## src/rtl/dcms_pkg.sv

```systemverilog
package dcms_pkg;
  localparam logic [2:0] SEL_CTRL       = 3'd0;
  localparam logic [2:0] SEL_FLUSH_ALL  = 3'd1;
  localparam logic [2:0] SEL_INV_ALL    = 3'd2;
  localparam logic [2:0] SEL_FLUSH_LINE = 3'd3;
  localparam logic [2:0] SEL_INV_LINE   = 3'd4;

  localparam int CTRL_DIS_BIT    = 0;
  localparam int CTRL_MODE_BIT   = 6;
  localparam int CTRL_STATUS_BIT = 8;

  typedef enum logic [1:0] {
    ST_IDLE = 2'd0,
    ST_SCAN = 2'd1,
    ST_WB   = 2'd2
  } seqState_t;

  typedef struct packed {
    logic writeCtrl;
    logic loadOp;
    logic clrValid;
    logic clrDirty;
    logic advance;
    logic busy;
  } seqStrobes_t;
endpackage

```

## src/rtl/dcms_ctrl.sv

```systemverilog
module dcms_ctrl
  import dcms_pkg::*;
(
  input  logic        clk,
  input  logic        rstN,
  input  logic        cmdWrite,
  input  logic [2:0]  cmdSel,
  input  logic        lineHit,
  input  logic        lineDirty,
  input  logic        idxLast,
  input  logic        opWb,
  input  logic        opInv,
  input  logic        wbAck,
  output logic        cmdReady,
  output logic        wbReq,
  output seqStrobes_t strobes
);
  seqState_t state, stateNext;
  logic isOpSel;

  assign isOpSel = (cmdSel == SEL_FLUSH_ALL) || (cmdSel == SEL_INV_ALL) ||
                   (cmdSel == SEL_FLUSH_LINE) || (cmdSel == SEL_INV_LINE);

  always_ff @(posedge clk) begin
    if (!rstN) state <= ST_IDLE;
    else       state <= stateNext;
  end

  always_comb begin
    stateNext    = state;
    strobes      = '0;
    strobes.busy = (state != ST_IDLE);
    cmdReady     = (state == ST_IDLE);
    wbReq        = (state == ST_WB);
    unique case (state)
      ST_IDLE: begin
        if (cmdWrite) begin
          if (cmdSel == SEL_CTRL) begin
            strobes.writeCtrl = 1'b1;
          end else if (isOpSel) begin
            strobes.loadOp = 1'b1;
            stateNext      = ST_SCAN;
          end
        end
      end
      ST_SCAN: begin
        if (lineHit && lineDirty && opWb) begin
          stateNext = ST_WB;
        end else begin
          strobes.clrValid = lineHit && opInv;
          strobes.clrDirty = lineHit && opInv;
          strobes.advance  = 1'b1;
          if (idxLast) stateNext = ST_IDLE;
        end
      end
      ST_WB: begin
        if (wbAck) begin
          strobes.clrDirty = 1'b1;
          strobes.clrValid = opInv;
          strobes.advance  = 1'b1;
          stateNext        = idxLast ? ST_IDLE : ST_SCAN;
        end
      end
      default: stateNext = ST_IDLE;
    endcase
  end
endmodule

```

## src/rtl/dcms_datapath.sv

```systemverilog
module dcms_datapath
  import dcms_pkg::*;
#(
  parameter int ADDR_W    = 16,
  parameter int NUM_LINES = 8,
  parameter int LINE_CODE = 0
) (
  input  logic              clk,
  input  logic              rstN,
  input  seqStrobes_t       strobes,
  input  logic [2:0]        cmdSel,
  input  logic [ADDR_W-1:0] cmdData,
  input  logic              markEn,
  input  logic [ADDR_W-1:0] markAddr,
  input  logic              markDirty,
  input  logic [ADDR_W-1:0] probeAddr,
  output logic              probeValid,
  output logic              probeDirty,
  output logic              lineHit,
  output logic              lineDirty,
  output logic              idxLast,
  output logic              opWb,
  output logic              opInv,
  output logic [ADDR_W-1:0] wbAddr,
  output logic [ADDR_W-1:0] ctrlOut
);
  localparam int OFF_W = 4 + LINE_CODE;
  localparam int IDX_W = (NUM_LINES > 1) ? $clog2(NUM_LINES) : 1;
  localparam int TAG_W = ADDR_W - OFF_W - IDX_W;
  localparam logic [IDX_W-1:0] LAST_IDX = IDX_W'(NUM_LINES - 1);

  logic disBit, modeBit, opWhole;
  logic [TAG_W-1:0] opTag;
  logic [IDX_W-1:0] curIdx;

  logic [NUM_LINES-1:0] validVec, dirtyVec;
  logic [TAG_W-1:0] tagArr [NUM_LINES];

  logic [IDX_W-1:0] cmdIdx, markIdx, probeIdx;
  logic [TAG_W-1:0] cmdTag, markTag, probeTag;
  logic cmdIsWhole, cmdIsInv;
  logic unusedOffsets;

  assign cmdIdx   = cmdData[OFF_W +: IDX_W];
  assign cmdTag   = cmdData[ADDR_W-1 -: TAG_W];
  assign markIdx  = markAddr[OFF_W +: IDX_W];
  assign markTag  = markAddr[ADDR_W-1 -: TAG_W];
  assign probeIdx = probeAddr[OFF_W +: IDX_W];
  assign probeTag = probeAddr[ADDR_W-1 -: TAG_W];
  assign unusedOffsets = ^{cmdData[OFF_W-1:0], markAddr[OFF_W-1:0],
                           probeAddr[OFF_W-1:0]};

  assign cmdIsWhole = (cmdSel == SEL_FLUSH_ALL) || (cmdSel == SEL_INV_ALL);
  assign cmdIsInv   = (cmdSel == SEL_INV_ALL) || (cmdSel == SEL_INV_LINE);

  // Control bits and the latched operation
  always_ff @(posedge clk) begin
    if (!rstN) begin
      disBit  <= 1'b0;
      modeBit <= 1'b0;
      opWb    <= 1'b0;
      opInv   <= 1'b0;
      opWhole <= 1'b0;
      opTag   <= '0;
      curIdx  <= '0;
    end else begin
      if (strobes.writeCtrl) begin
        disBit  <= cmdData[CTRL_DIS_BIT];
        modeBit <= cmdData[CTRL_MODE_BIT];
      end
      if (strobes.loadOp) begin
        opWhole <= cmdIsWhole;
        opInv   <= cmdIsInv;
        opWb    <= !cmdIsInv || modeBit;
        opTag   <= cmdTag;
        curIdx  <= cmdIsWhole ? '0 : cmdIdx;
      end else if (strobes.advance) begin
        curIdx  <= curIdx + 1'b1;
      end
    end
  end

  // Per-line tag, valid and dirty state
  for (genvar g = 0; g < NUM_LINES; g++) begin : gLine
    logic vQ, dQ;
    logic [TAG_W-1:0] tQ;
    logic markHere, opHere;
    assign markHere = markEn && (markIdx == IDX_W'(g));
    assign opHere   = (curIdx == IDX_W'(g));
    always_ff @(posedge clk) begin
      if (!rstN) begin
        vQ <= 1'b0;
        dQ <= 1'b0;
        tQ <= '0;
      end else begin
        if (markHere) begin
          vQ <= 1'b1;
          dQ <= markDirty;
          tQ <= markTag;
        end
        if (strobes.clrDirty && opHere) dQ <= 1'b0;
        if (strobes.clrValid && opHere) vQ <= 1'b0;
      end
    end
    assign validVec[g] = vQ;
    assign dirtyVec[g] = dQ;
    assign tagArr[g]   = tQ;
  end

  assign lineHit   = validVec[curIdx] && (opWhole || (tagArr[curIdx] == opTag));
  assign lineDirty = dirtyVec[curIdx];
  assign idxLast   = !opWhole || (curIdx == LAST_IDX);
  assign wbAddr    = {tagArr[curIdx], curIdx, {OFF_W{1'b0}}};

  assign probeValid = validVec[probeIdx] && (tagArr[probeIdx] == probeTag);
  assign probeDirty = probeValid && dirtyVec[probeIdx];

  always_comb begin
    ctrlOut                  = '0;
    ctrlOut[CTRL_DIS_BIT]    = disBit;
    ctrlOut[CTRL_MODE_BIT]   = modeBit;
    ctrlOut[CTRL_STATUS_BIT] = strobes.busy && opWb;
  end
endmodule

```

## src/rtl/dcache_maint_seq.sv

```systemverilog
module dcache_maint_seq
  import dcms_pkg::*;
#(
  parameter int ADDR_W    = 16,
  parameter int NUM_LINES = 8,
  parameter int LINE_CODE = 0
) (
  input  logic              clk,
  input  logic              rstN,
  input  logic              cmdWrite,
  input  logic [2:0]        cmdSel,
  input  logic [ADDR_W-1:0] cmdData,
  output logic              cmdReady,
  output logic [ADDR_W-1:0] ctrlOut,
  output logic              wbReq,
  output logic [ADDR_W-1:0] wbAddr,
  input  logic              wbAck,
  input  logic              markEn,
  input  logic [ADDR_W-1:0] markAddr,
  input  logic              markDirty,
  input  logic [ADDR_W-1:0] probeAddr,
  output logic              probeValid,
  output logic              probeDirty
);
  seqStrobes_t strobes;
  logic lineHit, lineDirty, idxLast, opWb, opInv;

  dcms_ctrl uCtrl (
    .clk(clk), .rstN(rstN), .cmdWrite(cmdWrite), .cmdSel(cmdSel),
    .lineHit(lineHit), .lineDirty(lineDirty), .idxLast(idxLast),
    .opWb(opWb), .opInv(opInv), .wbAck(wbAck),
    .cmdReady(cmdReady), .wbReq(wbReq), .strobes(strobes)
  );

  dcms_datapath #(
    .ADDR_W(ADDR_W), .NUM_LINES(NUM_LINES), .LINE_CODE(LINE_CODE)
  ) uData (
    .clk(clk), .rstN(rstN), .strobes(strobes), .cmdSel(cmdSel),
    .cmdData(cmdData), .markEn(markEn), .markAddr(markAddr),
    .markDirty(markDirty), .probeAddr(probeAddr), .probeValid(probeValid),
    .probeDirty(probeDirty), .lineHit(lineHit), .lineDirty(lineDirty),
    .idxLast(idxLast), .opWb(opWb), .opInv(opInv), .wbAddr(wbAddr),
    .ctrlOut(ctrlOut)
  );
endmodule

```

## config.mk

```make
export PLATFORM = sky130hd
export DESIGN_NAME = dcache_maint_seq
export DESIGN_NICKNAME = d
export VERILOG_FILES = /design/src/rtl/dcms_pkg.sv /design/src/rtl/dcms_ctrl.sv /design/src/rtl/dcms_datapath.sv /design/src/rtl/dcache_maint_seq.sv
export SDC_FILE = /design/constraint.sdc
export NUM_CORES = 1
export LEC_CHECK = 0
export BUFFER_PORTS_ARGS = -buffer_cell sky130_fd_sc_hd__buf_2
export CAP_MARGIN = 10
export CORE_MARGIN = 5
export CORE_UTILIZATION = 50
export CTS_BUF_LIST = sky130_fd_sc_hd__clkbuf_2
export CTS_CLUSTER_SIZE = 20
export DETAILED_ROUTE_END_ITERATION = 8
export PLACE_DENSITY = 0.78
export SYNTH_ARGS = -nofsm -noshare
export SYNTH_HDL_FRONTEND = slang
export SYNTH_SLANG_ARGS = --single-unit
```

## constraint.sdc

```tcl
create_clock -name clk -period 7.85 [get_ports clk]
set_clock_uncertainty 0.05 [all_clocks]
set_input_delay 0.785 -clock clk [delete_from_list [all_inputs] [get_ports clk]]
set_output_delay 0.785 -clock clk [all_outputs]
set_load 0.01 [all_outputs]
```

==> qor.yml, run 1 <==
whs_path_depth: 3
die-area_mm2: 0.01436
p_per_area_mw_per_mm2: 165.4
rsz0062_at_grt: "false"
multi_input_area_mm2: 0.003498
cts_made_buffers: 9
hold_path.class: "in -> reg"
syn_avg_cell_area_um2: 8.841
final_nets: 775
area_growth_pct: 4.794
synthesis.area_mm2: 0.006030
n_fill_cell: 1087
antenna_found_initial: 0
yosysUniqueCellTypes: 46
synth.area.top_cells: "dfxtp_1 (36%), mux4_2 (15%), nand2_1 (12%), a21oi_1 (6.9%), buf_4 (3.7%)"
max_freq_mhz: 243.2
p_leak_uw: 0.002323
synth-simple-area-share: 0.1780
cp-end-kind: "output pin"
ant_nets: 0
ys_seq_area_frac: 0.3553
ff2ff_setup_slack_ps: 4680
pin_count: 93
vdd_ir_drop_max_uv: 69.16
fin_tns_setup_ps: 0
hold_start: "cmdData[14]"
place.gp.congestion: 0.8715
dr.pass1.iters: 7
cp.arrival_ps: 3280
synth_compound_area_frac: 0.1316
synth_seq_cells: 107
die_w_um: 119.8
synth-xor-area-share: 0.02905
fin_crit_ps: 4111
slowest_stage: "mux4_2"
start_util: 0.5062
fin_crit_sh: 0.5237
num_vias: 5275
cts_resized: 0
routedWlPerCell_um: 20.02
critPathBufInv: 2
path_depth: 8
slowest_delay_ps: 590
place_area_mm2: 0.006223
drt_iter0_drc: 775
cpMostUsedCell: "buf_2"
clock-root-buffer: "clkbuf_2"
stdcell_area_mm2: 0.006319
r2r_cells: 8
synth_ff_type: "dfxtp_1"
port-buffer-count: 64
worst_r2r_endpoint: "uData.gLine[7].dQ"
hpwlAfterDp_mm: 11.47
path_clk_slew_ps: 310
fp.dieH_um: 119.8
yosysTopAreaCell: "dfxtp_1"
rows: 40
setup_viol_count_final: 0
outcome: "completed"
max_slew.worst_pin.slew_ps: 1166
wirelength_mm: 17.22
gr-total-overflow: 0
hold_viol_final: 0
cp_data_required_time_ps: 7010
vias_per_cell: 6.134
synth_warnings: 0
grt.total_usage: 0.2358
first_global_vias: 5116
drc: 0
synthAdderAreaFrac: 0.02075
clock-sinks: 107
rr_startpoint: "uData.curIdx[1]"
ff_latch_area_mm2: 0.002142
synth_edf_count: 0
slew_headroom: 0.2196
postSynth.asyncResetShare: 0
start_kind: "input port"
finalMaxSlewViolations: 0
crit_type: "in -> out"
synth.area.mux_share: 0.2085
path_cells: "buf_2 -> mux4_2 -> mux2i_1 -> xnor2_1 -> nor4_1 -> and3_1 -> nor2b_1 -> buf_2"
worstHoldEndpoint: "uData.opTag[7]"
ctsHtreeMaxLevel: 3
maxCapViolCount: 0
grt_pass1_wl_mm: 26.50
tritoncts: "built"
num_antenna_cells: 0
ctsHoldBuffers: 0
utilization: 0.5305
crit_fanout: 22
clock_latency_ps: 640
core_area_mm2: 0.01191
syn_inst: 682
cpLargestDelayFamily: "multiplexers"
synth_top_family_by_area: "multiplexers"
post-cts-setup-buffers: 0
clk_path_buf_depth: 2
drive_gt1_frac: 0.1964
synth_top_cell_area_share: 0.3553
grt_max_degree: 95
-- layout make-up --
cell class	count	area share
flip-flops and latches	107	0.3390
clock inverters	7	0.007921
repair buffers	68	0.05545
inverters	13	0.007723
clock buffers	9	0.007129
well taps	147	0.02911
multi-input cells	509	0.5537
-- sequential cells by signal (all words and copies together) (netlist names) --
signal and count:
uData.opInv 1, uData.gLine.tQ 72, uData.opTag 9, uData.disBit 1
uData.gLine.vQ 8, uData.curIdx 3, uData.opWb 1, uCtrl.state 2
uData.modeBit 1, uData.opWhole 1, uData.gLine.dQ 8
-- per-stage QoR --
step	hold slack [ps]	cells	total power (µW)	worst slack (ps)
2_1_floorplan	386.3	698	759.3	4414
3_3_place_gp	392.5	844	803.6	3777
3_5_place_dp	405.5	844	810.3	3750
4_1_cts	272.6	860	1043	3750
5_1_grt	267.8	860	1086	3550
6_report	274.2	860	1045	3739
-- cell usage after synthesis (7+ instances only) --
cell / count
buf_4: 30
clkbuf_1: 28
nor2b_1: 7
dfxtp_1: 107
inv_1: 12
nand3_1: 9
a41oi_1: 13
xnor2_1: 17
nand2_1: 199
a21oi_1: 83
o21ai_0: 10
mux2_2: 7
ha_1: 10
mux2i_1: 21
mux4_2: 41
nor2_1: 22
-- worst min-delay path, cell delays in order --
cell and delay [ps]:
buf_2 90, nand2_1 50, a21oi_1 50
-- cell usage in the layout, fill, tap and decap left out, drive strengths merged, types with 2 or more instances in the layout --
| master | n |
|---|---|
| clkinvlp | 2 |
| xnor2 | 17 |
| o21ai | 11 |
| nor3 | 5 |
| o31ai | 2 |
| a41oi | 14 |
| a211oi | 2 |
| nand2b | 5 |
| and3 | 4 |
| and2 | 2 |
| a31oi | 4 |
| clkbuf | 9 |
| mux2 | 9 |
| nor2 | 22 |
| xor2 | 3 |
| dfxtp | 107 |
| mux4 | 41 |
| a311oi | 5 |
| nor2b | 7 |
| a21oi | 83 |
| nand3 | 9 |
| inv | 15 |
| nand4 | 3 |
| clkinv | 3 |
| ha | 10 |
| nor4 | 3 |
| o22ai | 2 |
| buf | 68 |
| nand2 | 199 |
| conb | 17 |
| mux2i | 22 |
-- kinds of logic (layout without fill, tap and decap cells) --
logic type,Yosys count,after routing
AND/OR/NAND/NOR,262,262
AO/OA/AOI/OAI,128,128
flip-flops,107,107
buffers and inverters,82,97
multiplexers,72,72
XOR/XNOR,20,20
adder cells (fa/ha/maj),10,10
other,1,17
-- worst max path at each step --
stage / startpoint / slack, ps / endpoint
2_1_floorplan: probeAddr[4] / 4410 / probeDirty
3_3_place_gp: probeAddr[4] / 3780 / probeDirty
3_5_place_dp: probeAddr[4] / 3750 / probeDirty
4_1_cts: probeAddr[4] / 3750 / probeDirty
5_1_grt: probeAddr[4] / 3550 / probeDirty
6_report: probeAddr[4] / 3740 / probeDirty
-- power by group --
group | internal (µW) | switching, µW
Sequential | 563 | 15.5
Combinational | 87.3 | 139
Clock | 43.0 | 197
Total | 694 | 352
-- per-layer routing --
| layer | track usage | routed length [µm] | up-vias |
|---|---|---|---|
| met5 | 0 | 0 | - |
| met4 | 0.1217 | 593 | 0 |
| met3 | 0.04053 | 1847 | 50 |
| met2 | 0.3923 | 8245 | 365 |
| met1 | 0.2942 | 6531 | 2461 |
| li1 | - | - | 2399 |
No activity file was read; power rests on OpenSTA's default activity.
==> inputs of run 2 (changes only) <==
PLACE_DENSITY = 0.8   (was 0.78)
clock period = 3.45 ns   (was 7.85 ns; I/O delays follow)
==> run 2 against run 1 <==
- hold slack lost 230 ps
- cell count is 4.1% higher
- critical path depth fell by 1
- wire length down 3.6%
- first-iteration DRC count is 8.8% lower
- die area unchanged
- core utilization increased by 3.2 points
- global-route usage down 0.19 points
- final area grew 6.1%
- sequential cell count is the same
- power grew 140%
==> qor.yml, run 2 (synthesis results as in run 1) <==
crit_type: "reg -> out"
final_nets: 810  # +4.5%
rsz0062_at_grt: "false"
cts_made_buffers: 9  # unchanged
finalHoldWorstSlack_ps: 45.09  # -229.1 ps
cp_data_required_time_ps: 3050  # -3960 ps
grt.total_usage: 0.2340  # -0.001857
outcome: "completed"
rr_startpoint: "uData.curIdx[1]"
r2r_cells: 7  # -1
tritoncts: "built"
port-buffer-count: 64  # unchanged
wirelength_mm: 16.59  # -3.6%
max_slew.worst_pin.slew_ps: 1019  # -147.1 ps
max_freq_mhz: 309.2
vias_per_cell: 5.844  # -4.7%
rows: 40  # unchanged
fin_cells: 895  # +4.1%
drt_iter0_drc: 707  # -8.8%
path_cells: "mux4_2 -> mux2i_1 -> xnor2_1 -> nor4_1 -> and3_1 -> nor2b_1 -> buf_2"
place.gp.congestion: 0.8746  # +0.36%
placed_cells: 853  # +1.1%
grt_max_degree: 52  # -45%
fin_crit_sh: 0.9376
clock_latency_ps: 620  # -20 ps
cp-end-kind: "output pin"
pin_count: 93  # unchanged
gr-total-overflow: 0  # unchanged
die-area_mm2: 0.01436  # unchanged
setup_ws_ps: 215.4  # -3523 ps
ff2ff_setup_slack_ps: 320  # -4360 ps
drc: 0  # unchanged
clock-root-buffer: "clkbuf_2"
slew_headroom: 0.3181  # +0.09843
drive_gt1_frac: 0.1952  # -0.001166
ctsHtreeMaxLevel: 3  # unchanged
maxCapViolCount: 0  # unchanged
largest_register_ffs: 72  # unchanged
clk_path_buf_depth: 2  # unchanged
start_util: 0.5062  # unchanged
cpLargestDelayFamily: "simple AND/OR/NAND/NOR gates"
largest-register: "uData.gLine.tQ"
num_vias: 5230  # -0.85%
p_leak_uw: 0.002501  # +7.7%
first_global_vias: 4945  # -3.3%
critPathBufInv: 1  # -1
clock-sinks: 107  # unchanged
path_clk_slew_ps: 290  # -20 ps
worst_r2r_endpoint: "uData.gLine[4].vQ"
slowest_delay_ps: 470  # -120 ps
cp.arrival_ps: 2840  # -440 ps
top_regs: "uData.gLine.tQ: 72 flops, uData.opTag: 9 flops"
fin_tns_setup_ps: 0  # unchanged
core_area_mm2: 0.01191  # unchanged
dr.pass1.iters: 5  # -2
start_kind: "register"
p_per_area_mw_per_mm2: 368.8  # +120%
hpwlAfterDp_mm: 11.30  # -1.4%
area_growth_pct: 11.21
layout_commonest_cell: "nand2_1"
hold_path.class: "in -> reg"
setup_viol_count_final: 0  # unchanged
hold_start: "cmdSel[2]"
die_w_um: 119.8  # unchanged
ant_nets: 0  # unchanged
slowest_stage: "nor4_1"
grt_pass1_wl_mm: 26.52  # +0.10%
crit_end: "probeDirty"
pre_cts_slack_ps: 364.5  # -3386 ps
fin_crit_ps: 3235
routedWlPerCell_um: 18.54  # -7.4%
final_cell_mix: "nand2_1 (199), dfxtp_1 (107), a21oi_1 (83)"
num_antenna_cells: 0  # unchanged
crit_fanout: 3  # -86%
hold_viol_final: 0  # unchanged
antenna_found_initial: 1  # +1
path_depth: 7  # -1
crit_start: "uData.gLine[7].tQ[5]"
vdd_ir_drop_max_uv: 188.9  # +170%
fp.dieH_um: 119.8  # unchanged
finalMaxSlewViolations: 0  # unchanged
## run 2: cell types whose count changed in the layout (fill, tap and decap cells not counted), sizes merged
cell	previous run	this run
dlygate4sd3	0	26
buf	68	77
clkinvlp	2	0
bufinv	0	1
clkbuf	9	10
## run 2: where the power goes
part / total [µW] / switching (µW) / internal (µW)
registers: 1320 / 40.5 / 1280
logic: 551 / 314 / 237
clock network: 601 / 428 / 173
total: 2470 / 782 / 1690
## run 2: tightest hold or removal path, stage by stage
cell and delay [ps]:
buf_2 100, nor2_1 70, mux2i_1 140, nor2_1 50
## run 2: final cells by class
type,count,area (µm²)
Tap cell,147,183.9
Fill cell,1079,5206
Timing Repair Buffer,103,728.2
Clock buffer,10,50.05
Sequential cell,107,2142
Multi-Input combinational cell,509,3488
Inverter,13,48.80
Clock inverter,6,63.81
## run 2: routing by layer
metal | up-vias | global-route usage | share of wire
li1 | 2474 | - | -
met1 | 2457 | 0.3064 | 0.42
met2 | 254 | 0.3881 | 0.47
met3 | 43 | 0.04995 | 0.088
met4 | 2 | 0.07445 | 0.025
met5 | - | 0 | 0.00042
## run 2: timing repair
action / CTS / global route
buffers inserted: 0 / 0
endpoints found under the setup margin: 0 / 0
endpoints found under the hold margin: 95 / 0
gates resized for setup: 0 / 0
hold buffers: 26 / 0
## run 2: worst min-delay path by stage
stage | to | depth (start not counted)
2_1_floorplan | uData.opTag[4] | 2
3_3_place_gp | uData.opTag[4] | 2
3_5_place_dp | uData.opTag[4] | 2
4_1_cts | uData.disBit | 4
5_1_grt | uData.disBit | 4
6_report | uData.disBit | 4
## run 2: metrics by stage
stage	util	power [µW]	instance area, µm²
after floorplan	-	1728	6090
after global placement	0.5315	1855	6331
after detailed placement	0.5315	1862	6331
after CTS	0.5629	2473	6705
after global routing	0.5629	2581	6705
final	0.5629	2473	6705
